[config.mk]
export PLATFORM = sky130hd
export DESIGN_NAME = nck_pair_codec
export DESIGN_NICKNAME = d
export VERILOG_FILES = /design/src/rtl/nck_pkg.sv /design/src/rtl/nck_pair_codec.sv
export SDC_FILE = /design/constraint.sdc
export NUM_CORES = 1
export LEC_CHECK = 0
export BUFFER_PORTS_ARGS = -buffer_cell sky130_fd_sc_hd__buf_4
export CORE_ASPECT_RATIO = 0.9
export CORE_MARGIN = 2
export CORE_UTILIZATION = 30
export CTS_CLUSTER_SIZE = 25
export DETAILED_ROUTE_END_ITERATION = 10
export PLACE_DENSITY_LB_ADDON = 0.12
export SLEW_MARGIN = 25
export SYNTH_ARGS = -nofsm -noshare
export SYNTH_HDL_FRONTEND = slang
export SYNTH_SLANG_ARGS = --single-unit
export TNS_END_PERCENT = 10
[constraint.sdc]
create_clock -name clk -period 10.6 [get_ports clk]
set_input_delay 0.53 -clock clk [delete_from_list [all_inputs] [get_ports clk]]
set_output_delay 0.53 -clock clk [all_outputs]
set_load 0.01 [all_outputs]
[src/rtl/nck_pkg.sv]
package nck_pkg;
  function automatic int binom(int n, int m);
    int r;
    r = 1;
    for (int i = 0; i < m; i++) r = r * (n - i) / (i + 1);
    return r;
  endfunction

  function automatic int ipow(int b, int e);
    int r;
    r = 1;
    for (int i = 0; i < e; i++) r = r * b;
    return r;
  endfunction

  function automatic int flog2(int x);
    int r;
    r = 0;
    for (int i = 1; i < 31; i++) if ((x >> i) != 0) r = i;
    return r;
  endfunction
endpackage

[src/rtl/nck_pair_codec.sv]
module nck_pair_codec #(
  parameter int N  = 4,
  parameter int M  = 2,
  parameter int CH = 2,
  localparam int C  = nck_pkg::binom(N, M),
  localparam int P  = nck_pkg::ipow(C, CH),
  localparam int DW = nck_pkg::flog2(P),
  localparam int SW = N * CH
) (
  input  logic          clk,
  input  logic          rst_n,
  input  logic          in_valid,
  input  logic [DW-1:0] in_data,
  output logic          enc_valid,
  output logic [SW-1:0] enc_sym,
  input  logic          rx_valid,
  input  logic [SW-1:0] rx_sym,
  output logic          dec_valid,
  output logic [DW-1:0] dec_data,
  output logic          dec_err
);
  localparam int LIMIT = 1 << DW;

  function automatic logic [N-1:0] unrank(int idx);
    int cnt;
    logic [N-1:0] r;
    cnt = 0;
    r = '0;
    for (int w = 0; w < (1 << N); w++)
      if ($countones(w[N-1:0]) == M) begin
        if (cnt == idx) r = w[N-1:0];
        cnt++;
      end
    return r;
  endfunction

  function automatic int rank(logic [N-1:0] s);
    int cnt;
    cnt = 0;
    for (int w = 0; w < (1 << N); w++)
      if (w < int'(s) && $countones(w[N-1:0]) == M) cnt++;
    return cnt;
  endfunction

  logic [SW-1:0] sym_next;
  logic [CH-1:0] bad_w;
  int            val;
  logic          err_next;

  always_comb begin
    int t;
    t = int'(in_data);
    for (int k = 0; k < CH; k++) begin
      sym_next[k*N +: N] = unrank(t % C);
      t = t / C;
    end
  end

  always_comb begin
    val = 0;
    bad_w = '0;
    for (int k = CH - 1; k >= 0; k--) begin
      val = val * C + rank(rx_sym[k*N +: N]);
      bad_w[k] = ($countones(rx_sym[k*N +: N]) != M);
    end
  end

  assign err_next = (|bad_w) || (val >= LIMIT);

  always_ff @(posedge clk) begin
    if (!rst_n) begin
      enc_valid <= 1'b0;
      enc_sym   <= '0;
      dec_valid <= 1'b0;
      dec_data  <= '0;
      dec_err   <= 1'b0;
    end else begin
      enc_valid <= in_valid;
      dec_valid <= rx_valid;
      if (in_valid) enc_sym <= sym_next;
      if (rx_valid) begin
        dec_err  <= err_next;
        dec_data <= err_next ? '0 : DW'(val);
      end
    end
  end

  a_r2_enc_strobe: assert property (@(posedge clk) disable iff (!rst_n)
    in_valid |=> enc_valid);
  a_r2_enc_idle: assert property (@(posedge clk) disable iff (!rst_n)
    !in_valid |=> !enc_valid);
  a_r5_dec_strobe: assert property (@(posedge clk) disable iff (!rst_n)
    rx_valid |=> dec_valid);
  a_r5_dec_idle: assert property (@(posedge clk) disable iff (!rst_n)
    !rx_valid |=> !dec_valid);
  a_r9_enc_hold: assert property (@(posedge clk) disable iff (!rst_n)
    !in_valid |=> $stable(enc_sym));
  a_r7_err_zero: assert property (@(posedge clk) disable iff (!rst_n)
    dec_err |-> dec_data == '0);

  for (genvar k = 0; k < CH; k++) begin : g_lane_chk
    a_r3_enc_weight: assert property (@(posedge clk) disable iff (!rst_n)
      enc_valid |-> $countones(enc_sym[k*N +: N]) == M);
    a_r7_bad_weight: assert property (@(posedge clk) disable iff (!rst_n)
      (rx_valid && $countones(rx_sym[k*N +: N]) != M) |=> (dec_valid && dec_err));
  end
endmodule

== Word-level counts from Yosys, hierarchy flattened ==
Cells that the tools add are included.

* Flip-flop bits (word level): 16
* Bits in latches: 0
* Memory bits (writable): 0
* Memory bits (read-only): 0
* Output and inout bits: 16
* Memories kept: 0

* Add/sub/neg operators: 17
* $mul: 1
* Div/mod/pow operators: 3
* Order comparisons: 13
* Equal/unequal tests: 12
* Shifts and indexed selects: 0
* Mux-type cells: 25
* Bitwise logic cells: 0
* Reduce and logical (&&, ||, !) cells: 4

{| class="wikitable"
|+ Operator list
! operator !! number
|-
| 32-bit by 2-bit adder with 32-bit output (second input constant) || 10
|-
| 32-bit 2-to-1 mux || 10
|-
| 3-bit by 32-bit == test with 1-bit output (first input constant) || 4
|-
| 4-bit by 32-bit == test with 1-bit output (first input constant) || 4
|-
| 2-bit by 32-bit == test with 1-bit output (first input constant) || 2
|-
| 32-bit zero test || 2
|-
| 32-bit adder || 1
|-
| 6-bit by 4-bit divider with 32-bit output (second input constant) || 1
|-
| 32-bit by 7-bit greater-or-equal comparator with 1-bit output (second input constant) || 1
|-
| 32-bit by 4-bit remainder unit with 32-bit output (second input constant) || 1
|-
| 6-bit by 4-bit remainder unit with 32-bit output (second input constant) || 1
|-
| 32-bit by 3-bit multiplier with 31-bit output (second input constant) || 1
|-
| 4-bit less-than comparator (first input constant) || 6
|-
| 4-bit 2-to-1 mux || 6
|-
| 3-bit by 4-bit less-than comparator with 1-bit output (first input constant) || 4
|-
| 3-bit 2-to-1 mux || 4
|-
| 1-bit by 1-bit adder with 2-bit output || 4
|-
| 2-bit by 4-bit less-than comparator with 1-bit output (first input constant) || 2
|-
| 2-bit by 2-bit adder with 3-bit output || 2
|-
| 3-bit by 2-bit inequality test with 1-bit output (second input constant) || 2
|-
| 5-bit 2-to-1 mux || 1
|-
| 2-bit 2-to-1 mux || 2
|-
| 1-bit 2-to-1 mux || 2
|-
| 2-bit OR reduction || 1
|-
| 1-bit logical OR || 1
|}

== Logic depth before layout (Yosys ltp) ==
Gate-level depths: netlist of run 1.

* Word-level depth: 17
* Mapped depth: 22
* Gate-level depth less buffers: 22

== Worst setup path before layout of run 1 ==
OpenSTA, ideal clock, no wires.

* Path kind: input to register
* From: in rx_sym[4]
* To: reg dec_data[3]
* Arrival time: 4.948 ns
* Setup slack: 5.593 ns
* Stages: 20
* Buffers on the path: 0
* Path through: ha_1 xnor2_1 nand2_1 nand2_1 ha_1 o31a_1 ha_1 mux2_2 ha_1 mux2_2 ha_1 ha_1 fa_1 xor2_1 ha_1 or3_1 o221ai_1 nand4_1 o22ai_1 and2_1

* Word-level cells in the longest chain between the ends: 17
* Elaborated cells on any way between the ends: 26
* Those cells by class: 8 x add/sub; 1 x mul; 7 x order compare; 1 x eq/ne; 7 x mux; 2 x reduce/logical

{| class="wikitable"
|+ Ends and longest elaborated chain
! what !! RTL line !! source
|-
| from (decl) || nck_pair_codec.sv:17 || <nowiki>input logic [SW-1:0] rx_sym,</nowiki>
|-
| 2-bit by 4-bit less-than comparator with 1-bit output || nck_pair_codec.sv:41 || <nowiki>if (w < int'(s) && $countones(w[N-1:0]) == M) cnt++;</nowiki>
|-
| 1-bit 2-to-1 mux || nck_pair_codec.sv:41 ||
|-
| 32-bit by 2-bit adder with 32-bit output || nck_pair_codec.sv:41 ||
|-
| 32-bit 2-to-1 mux || nck_pair_codec.sv:41 ||
|-
| 32-bit by 2-bit adder with 32-bit output || nck_pair_codec.sv:41 ||
|-
| 32-bit 2-to-1 mux || nck_pair_codec.sv:41 ||
|-
| 32-bit by 2-bit adder with 32-bit output || nck_pair_codec.sv:41 ||
|-
| 32-bit 2-to-1 mux || nck_pair_codec.sv:41 ||
|-
| 32-bit by 2-bit adder with 32-bit output || nck_pair_codec.sv:41 ||
|-
| 32-bit 2-to-1 mux || nck_pair_codec.sv:41 ||
|-
| 32-bit by 2-bit adder with 32-bit output || nck_pair_codec.sv:41 ||
|-
| 32-bit 2-to-1 mux || nck_pair_codec.sv:41 ||
|-
| 32-bit by 3-bit multiplier with 31-bit output || nck_pair_codec.sv:63 || <nowiki>val = val * C + rank(rx_sym[k*N +: N]);</nowiki>
|-
| 32-bit adder || nck_pair_codec.sv:63 ||
|-
| 32-bit by 7-bit greater-or-equal comparator with 1-bit output || nck_pair_codec.sv:68 || <nowiki>assign err_next = (|bad_w) || (val >= LIMIT);</nowiki>
|-
| 1-bit logical OR || nck_pair_codec.sv:68 ||
|-
| 5-bit 2-to-1 mux * || nck_pair_codec.sv:83 || <nowiki>dec_data <= err_next ? '0 : DW'(val);</nowiki>
|-
| to (signal assigned) || nck_pair_codec.sv:83 ||
|-
| to (decl) || nck_pair_codec.sv:19 || <nowiki>output logic [DW-1:0] dec_data,</nowiki>
|}

Every way passes the cells marked *; elsewhere a longest branch is shown, timed or not.
A chain may end at the register's enable or synchronous reset.

== Worst setup path after layout of run 1 ==
* From: in rx_sym[5]
* To: reg dec_data[3]

Same word-level chain as after synthesis.

==> impl_metrics.tcl, run 1 <==
set metrics [dict create \
    antenna_cells 0 \
    antenna_found_initial 0 \
    net_count_of_the_finished_layout 357 \
    power_density_nw_per_um2 89.6 \
    final.setup_skew_ns 0 \
    finalInstanceArea_um2 2520 \
    die-width_um 92.7 \
    ant_nets 0 \
    netlist-cell-type-count 58 \
    grt.total_usage_pct 12.1 \
    die_area_um2 7770 \
    end_kind "flip-flop" \
    timing.fmax_ghz 0.193 \
    areaGrowthSynthToFinish_pct 18.6 \
    synth_top_cell_area_share_pct 21.2 \
    final.setup.tns_ns 0 \
    ctsHtreeMaxLevel 1 \
    postLayoutCoreUtil_pct 36.2 \
    port_buffer_count 32 \
    post_route_cells_drive_above_1_share_pct 16.4 \
    synth-seq-area-share_pct 15.1 \
    rows 29 \
    postCtsHoldBufs 0 \
    postCtsSetupBuffers 0 \
    cp.arrival_ns 5.39 \
    synth_commonest_cells "36 x ha_1, 25 x inv_1, 22 x nand2_1" \
    grt_pass1_vias 1765 \
    post-route-drc-count 0 \
    timing.final.crit_share_pct 49.0 \
    post-synth-top-count-cell "ha_1" \
    routedWlPerCell_um 11.6 \
    drt_iter0_markers 40 \
    hpwl_um 3630 \
    synth_enable_flop_cells 0 \
    hold_class "reg -> reg" \
    rsz_0062_raised_after_global_routing "false" \
    run_status "complete, no violations" \
    dr.pass1.iters 4 \
    ioPinCount 33 \
    power.leakage_nw 1.20 \
    ir_drop_uv 104 \
    ys_seq_elements 16 \
    core_area_um2 6970 \
    path_clk_slew_ns 0.07 \
    grt_overflow 0 \
    vias 1893 \
    synthesis.area_per_instance_um2 8.02 \
    global_route_wire_length_before_repair_um 7890 \
    cap_viol_max_count 0 \
    cts_resized 0 \
    netlist_top_cells_area "ha_1 21%, dfxtp_1 15%, inv_1 4.4%" \
    instance_area_after_placement_um2 2460 \
    die_h_um 83.8 \
    grt_max_degree 20 \
    hold_viol 0 \
    totalWireLength_um 4540 \
    cts_made_buffers 3 \
    critical_path_peak_fanout 8 \
    vias_per_cell 4.83 \
    synthCells 265 \
    slew_viol_final 0 \
    startpoint_type "input port" \
    synth-warning-count 0 \
    cts_num_sinks 16 \
    worst_skew_pair.late_latency_ns 0.24 \
    place.gp.congestion 0.759 \
    clockRootBuffer "clkbuf_8" \
    cts_buffer_depth 2 \
    synthFlopType "dfxtp_1" \
    required_ns 10.79 \
    floorplan.initialDensity_pct 30.5 \
    tritoncts "yes" \
    period_minus_slack_ns 5.19 \
    synth_top_area_cell "ha_1" \
    synth-async-reset-ratio_pct 0 \
    setup_viol 0 \
    criticalPathCategory "in -> reg" \
    mappedNetlistArea_um2 2120 \
    holdWs_ns 0.481 \
]
==> stage by stage <==
stage	instances	total power [W]	setup slack (ns)
6_report	392	0.000226	5.41
5_1_grt	392	0.000250	5.03
4_1_cts	392	0.000230	5.38
3_5_place_dp	388	0.000174	5.12
3_3_place_gp	388	0.000175	5.24
2_1_floorplan	272	0.000143	5.59
==> area by class of cell <==
cell class                 instances  area (um2)
clock buffer                       4        55.1
inverter                          25        93.8
sequential                        16         320
tap                               93         116
multi-input combinational        222        1690
timing repair buffer              32         240
fill                             779        4450
==> critical path: stages <==
cell and delay [ns]:
buf_4 0.15, ha_1 0.25, xnor2_1 0.20, nand2_1 0.09
nand2_1 0.09, ha_1 0.22, o31a_1 0.31, ha_1 0.28
mux2_2 0.28, ha_1 0.28, mux2_2 0.28, ha_1 0.27
ha_1 0.22, fa_1 0.40, xor2_1 0.18, ha_1 0.32
or3_1 0.35, o221ai_1 0.09, nand4_1 0.27, o22ai_1 0.19
and2_1 0.13
==> cells in the final DEF, fill, tap and decap left out, types with 2 or more instances in the layout <==
cell type and instances:
or3_1 2, ha_1 36, xnor2_1 6, a21boi_1 2
mux2i_1 2, and3b_1 3, mux2_2 4, a21oi_1 15
inv_1 25, nor4bb_1 2, o21a_1 4, o22ai_1 8
nand3_1 2, o211a_1 2, o211ai_1 2, a31oi_1 2
conb_1 9, fa_1 4, nand4_1 2, xor2_1 5
nor2_1 15, a21o_1 5, and2_1 8, nand2_1 22
o21ai_0 17, clkbuf_8 4, o21ai_1 5, dfxtp_1 16
buf_4 32, nand3b_1 2, nor2b_1 5, nand2b_1 6
==> worst paths after layout <==
kind | start | to | slack (ns) | depth (start not counted)
worst max-delay path | rx_sym[5] | dec_data[3] | 5.41 | 21
worst max register to register | enc_sym[4] | enc_sym[4] | 9.89 | 2
worst min register to register | enc_sym[0] | enc_sym[0] | 0.48 | 2
worst min-delay path | enc_sym[0] | enc_sym[0] | 0.48 | 2
==> layer usage <==
metal,global-route usage [%],part of all wire [%],wire length [um],up-vias
met1,16.4,49,2240,867
met4,1.20,0.18,8,0
li1,-,-,-,1001
met3,2.08,3.1,140,2
met5,0,0,0,-
met2,20.8,47,2140,23
==> state kept, by name, indices dropped and copies added, names as in the netlist <==
| name | cells |
|---|---|
| enc_sym | 8 |
| enc_valid | 1 |
| dec_data | 5 |
| dec_valid | 1 |
| dec_err | 1 |
==> cells by family (layout without fill, tap and decap cells) <==
family          Yosys count  count (layout)  share of synthesized area [%]
simple gates             79              79                           21.0
compound gates           76              76                           23.9
fa+ha+maj                40              40                           25.0
buf+inv                  34              61                           6.42
flops                    16              16                           15.1
xor+xnor                 11              11                           4.53
mux                       7               7                           3.77
other cells               2               9                          0.353
==> power by group <==
group | switching (W) | internal, W | leakage, nW
Clock | 0.0000213 | 0.0000329 | 0.0288
Sequential | 0.00000140 | 0.0000631 | 0.131
Combinational | 0.0000574 | 0.0000496 | 1.04
(Power assumes the default switching activity.)
==> run 2, diff against run 1 <==
Clock period 10.6 ns to 4.7 ns, I/O delays scaled along.
==> run 2 against run 1 <==
Effect of this change: clock power rose by 120%; utilization rose by 2.8 points; first-iteration DRC count rose by 53%; sequential cell count did not move; register-to-register slack got worse by 5.9 ns; global-route usage rose by 0.48 points; cell count rose by 4.1%; count of clock-buffer cells in the layout did not move; sequential share of layout area fell by 0.91 points; wire length rose by 4.2%; critical path depth rose by 1; highest routed layer unchanged.
==> impl_metrics.tcl, run 2 (synthesis results as in run 1) <==
set metrics [dict create \
    registers.top_by_ff_count "enc_sym" \
    floorplan.initialDensity_pct 30.5 \
    required_ns 4.89 \
    wirelength_met1_um 2370 \
    worst-slew-pin-transition_ns 0.551 \
    totalWireLength_um 4730 \
    r2r_cells 2 \
    post_route_cells_drive_above_1_share_pct 23.5 \
    rows 29 \
    global_route_wire_length_before_repair_um 8200 \
    die_h_um 83.8 \
    area_used_by_multi_input_combinational_logic_um2 1760 \
    clockRootBuffer "clkbuf_8" \
    critical_path_peak_fanout 6 \
    finalInstanceArea_um2 2710 \
    antenna_cells 0 \
    largestRegisters "enc_sym x8, dec_data x5" \
    cp.arrival_ns 4.65 \
    hpwl_um 3710 \
    place.gp.congestion 0.766 \
    postCtsHoldBufs 0 \
    ctsHtreeMaxLevel 1 \
    drt_iter0_markers 61 \
    vias 1938 \
    place_worst_setup_slack_ns -0.351 \
    port_buffer_count 32 \
    timing.final.crit_share_pct 94.9 \
    dr.pass1.iters 4 \
    final.setup.tns_ns 0 \
    criticalPathCategory "in -> reg" \
    tritoncts "yes" \
    grt_pass1_vias 1861 \
    slowest_delay_ns 0.39 \
    fill_cells 769 \
    final.setup_skew_ns 0 \
    startpoint_type "input port" \
    hold_class "in -> reg" \
    cts_made_buffers 3 \
    antenna_found_initial 0 \
    largest_register_ffs 8 \
    grt_overflow 0 \
    end_kind "flip-flop" \
    hold_viol 0 \
    met2RoutedLength_um 2240 \
    setup_viol 0 \
    net_count_of_the_finished_layout 373 \
    ioPinCount 33 \
    core_area_um2 6970 \
    postLayoutCoreUtil_pct 39.0 \
    route.top_layer_used "met4" \
    ant_nets 0 \
    areaGrowthSynthToFinish_pct 27.7 \
    power_density_nw_per_um2 202 \
    die-width_um 92.7 \
    hold_path_depth 2 \
    sequential_cell_area_um2 320 \
    post-route-drc-count 0 \
    layout_common_cells "47 x buf_4, 32 x ha_1, 25 x inv_1" \
    timing.final.ws_setup_ns 0.238 \
    instance_area_after_placement_um2 2560 \
    grt_max_degree 20 \
    timing.fmax_ghz 0.224 \
    dr_wl_met3_um 100 \
    path_clk_slew_ns 0.06 \
    max_slew_margin_pct 62.9 \
    die_area_um2 7770 \
    grt.total_usage_pct 12.5 \
    routedWlPerCell_um 11.6 \
    slew_viol_final 0 \
    cap_viol_max_count 0 \
    mostFrequentLayoutCell "buf_4" \
    crit_path_top_delay_cell "fa_2" \
    ir_drop_uv 176 \
    run_status "complete, no violations" \
    crit_chain "buf_4 > ha_4 > xnor2_2 > nand2_1 > nand2_1 > ha_1 > o31a_1 > ha_1 > mux2_2 > ha_1 > mux2_2 > ha_4 > ha_4 > fa_2 > xor2_1 > ha_1 > or3_1 > o221ai_1 > nand4_1 > buf_6 > o22ai_2 > and2_1" \
    period_minus_slack_ns 4.46 \
    dpl.cell_count 401 \
    cts_buffer_depth 2 \
    worst_skew_pair.late_latency_ns 0.24 \
    timing.critical_path.mode_cell "ha_1" \
    power.leakage_nw 1.29 \
    cts_num_sinks 16 \
    final-instance-count-excl-fill 408 \
    vias_per_cell 4.75 \
]
[run 2: worst max-delay path, delay by kind of cell]
kind                     cells  cell delay [ns]
AO/OA/AOI/OAI                3             0.42
XOR/XNOR                     2             0.33
adder cells (fa/ha/maj)      8             2.04
buffers and inverters        2             0.28
multiplexers                 2             0.58
AND/OR/NAND/NOR              5             0.77
[run 2: what timing repair did]
item                       in CTS  in global routing
setup buffers                   1                  2
pin swaps                       2                  9
resized for setup               0                 12
setup endpoints to repair       6                  6
[run 2: worst paths after layout]
| path | from | endpoint | slack (ns) |
|---|---|---|---|
| worst max-delay path | rx_sym[4] | dec_data[0] | 0.24 |
| worst min-delay path | rx_valid | dec_valid | 0.28 |
| worst max register to register | enc_sym[4] | enc_sym[4] | 3.98 |
| worst min register to register | enc_sym[1] | enc_sym[1] | 0.48 |
[run 2: stage by stage]
step	total power, W	hold WS, ns
floorplan	0.000324	0.357
global placement	0.000417	0.467
detailed placement	0.000415	0.468
CTS	0.000541	0.271
global route	0.000604	0.292
finish	0.000547	0.282
[run 2: report_power, final]
group	internal (W)	switching, W	leakage (nW)
registers	0.000142	0.00000356	0.131
clock network	0.0000742	0.0000467	0.0288
logic	0.000140	0.000140	1.13
total	0.000357	0.000190	1.29
[run 2: per-layer routing]
metal | global-route usage (%) | up-vias
li1 | - | 1030
met5 | 0 | -
met4 | 1.60 | 0
met3 | 1.72 | 2
met1 | 16.9 | 883
met2 | 21.8 | 23
[run 2: final cells by class]
type | count | area share, %
well taps | 93 | 4.29
clock buffers | 4 | 2.03
multi-input cells | 222 | 65.0
inverters | 25 | 3.46
flip-flops and latches | 16 | 11.8
repair buffers | 48 | 13.4
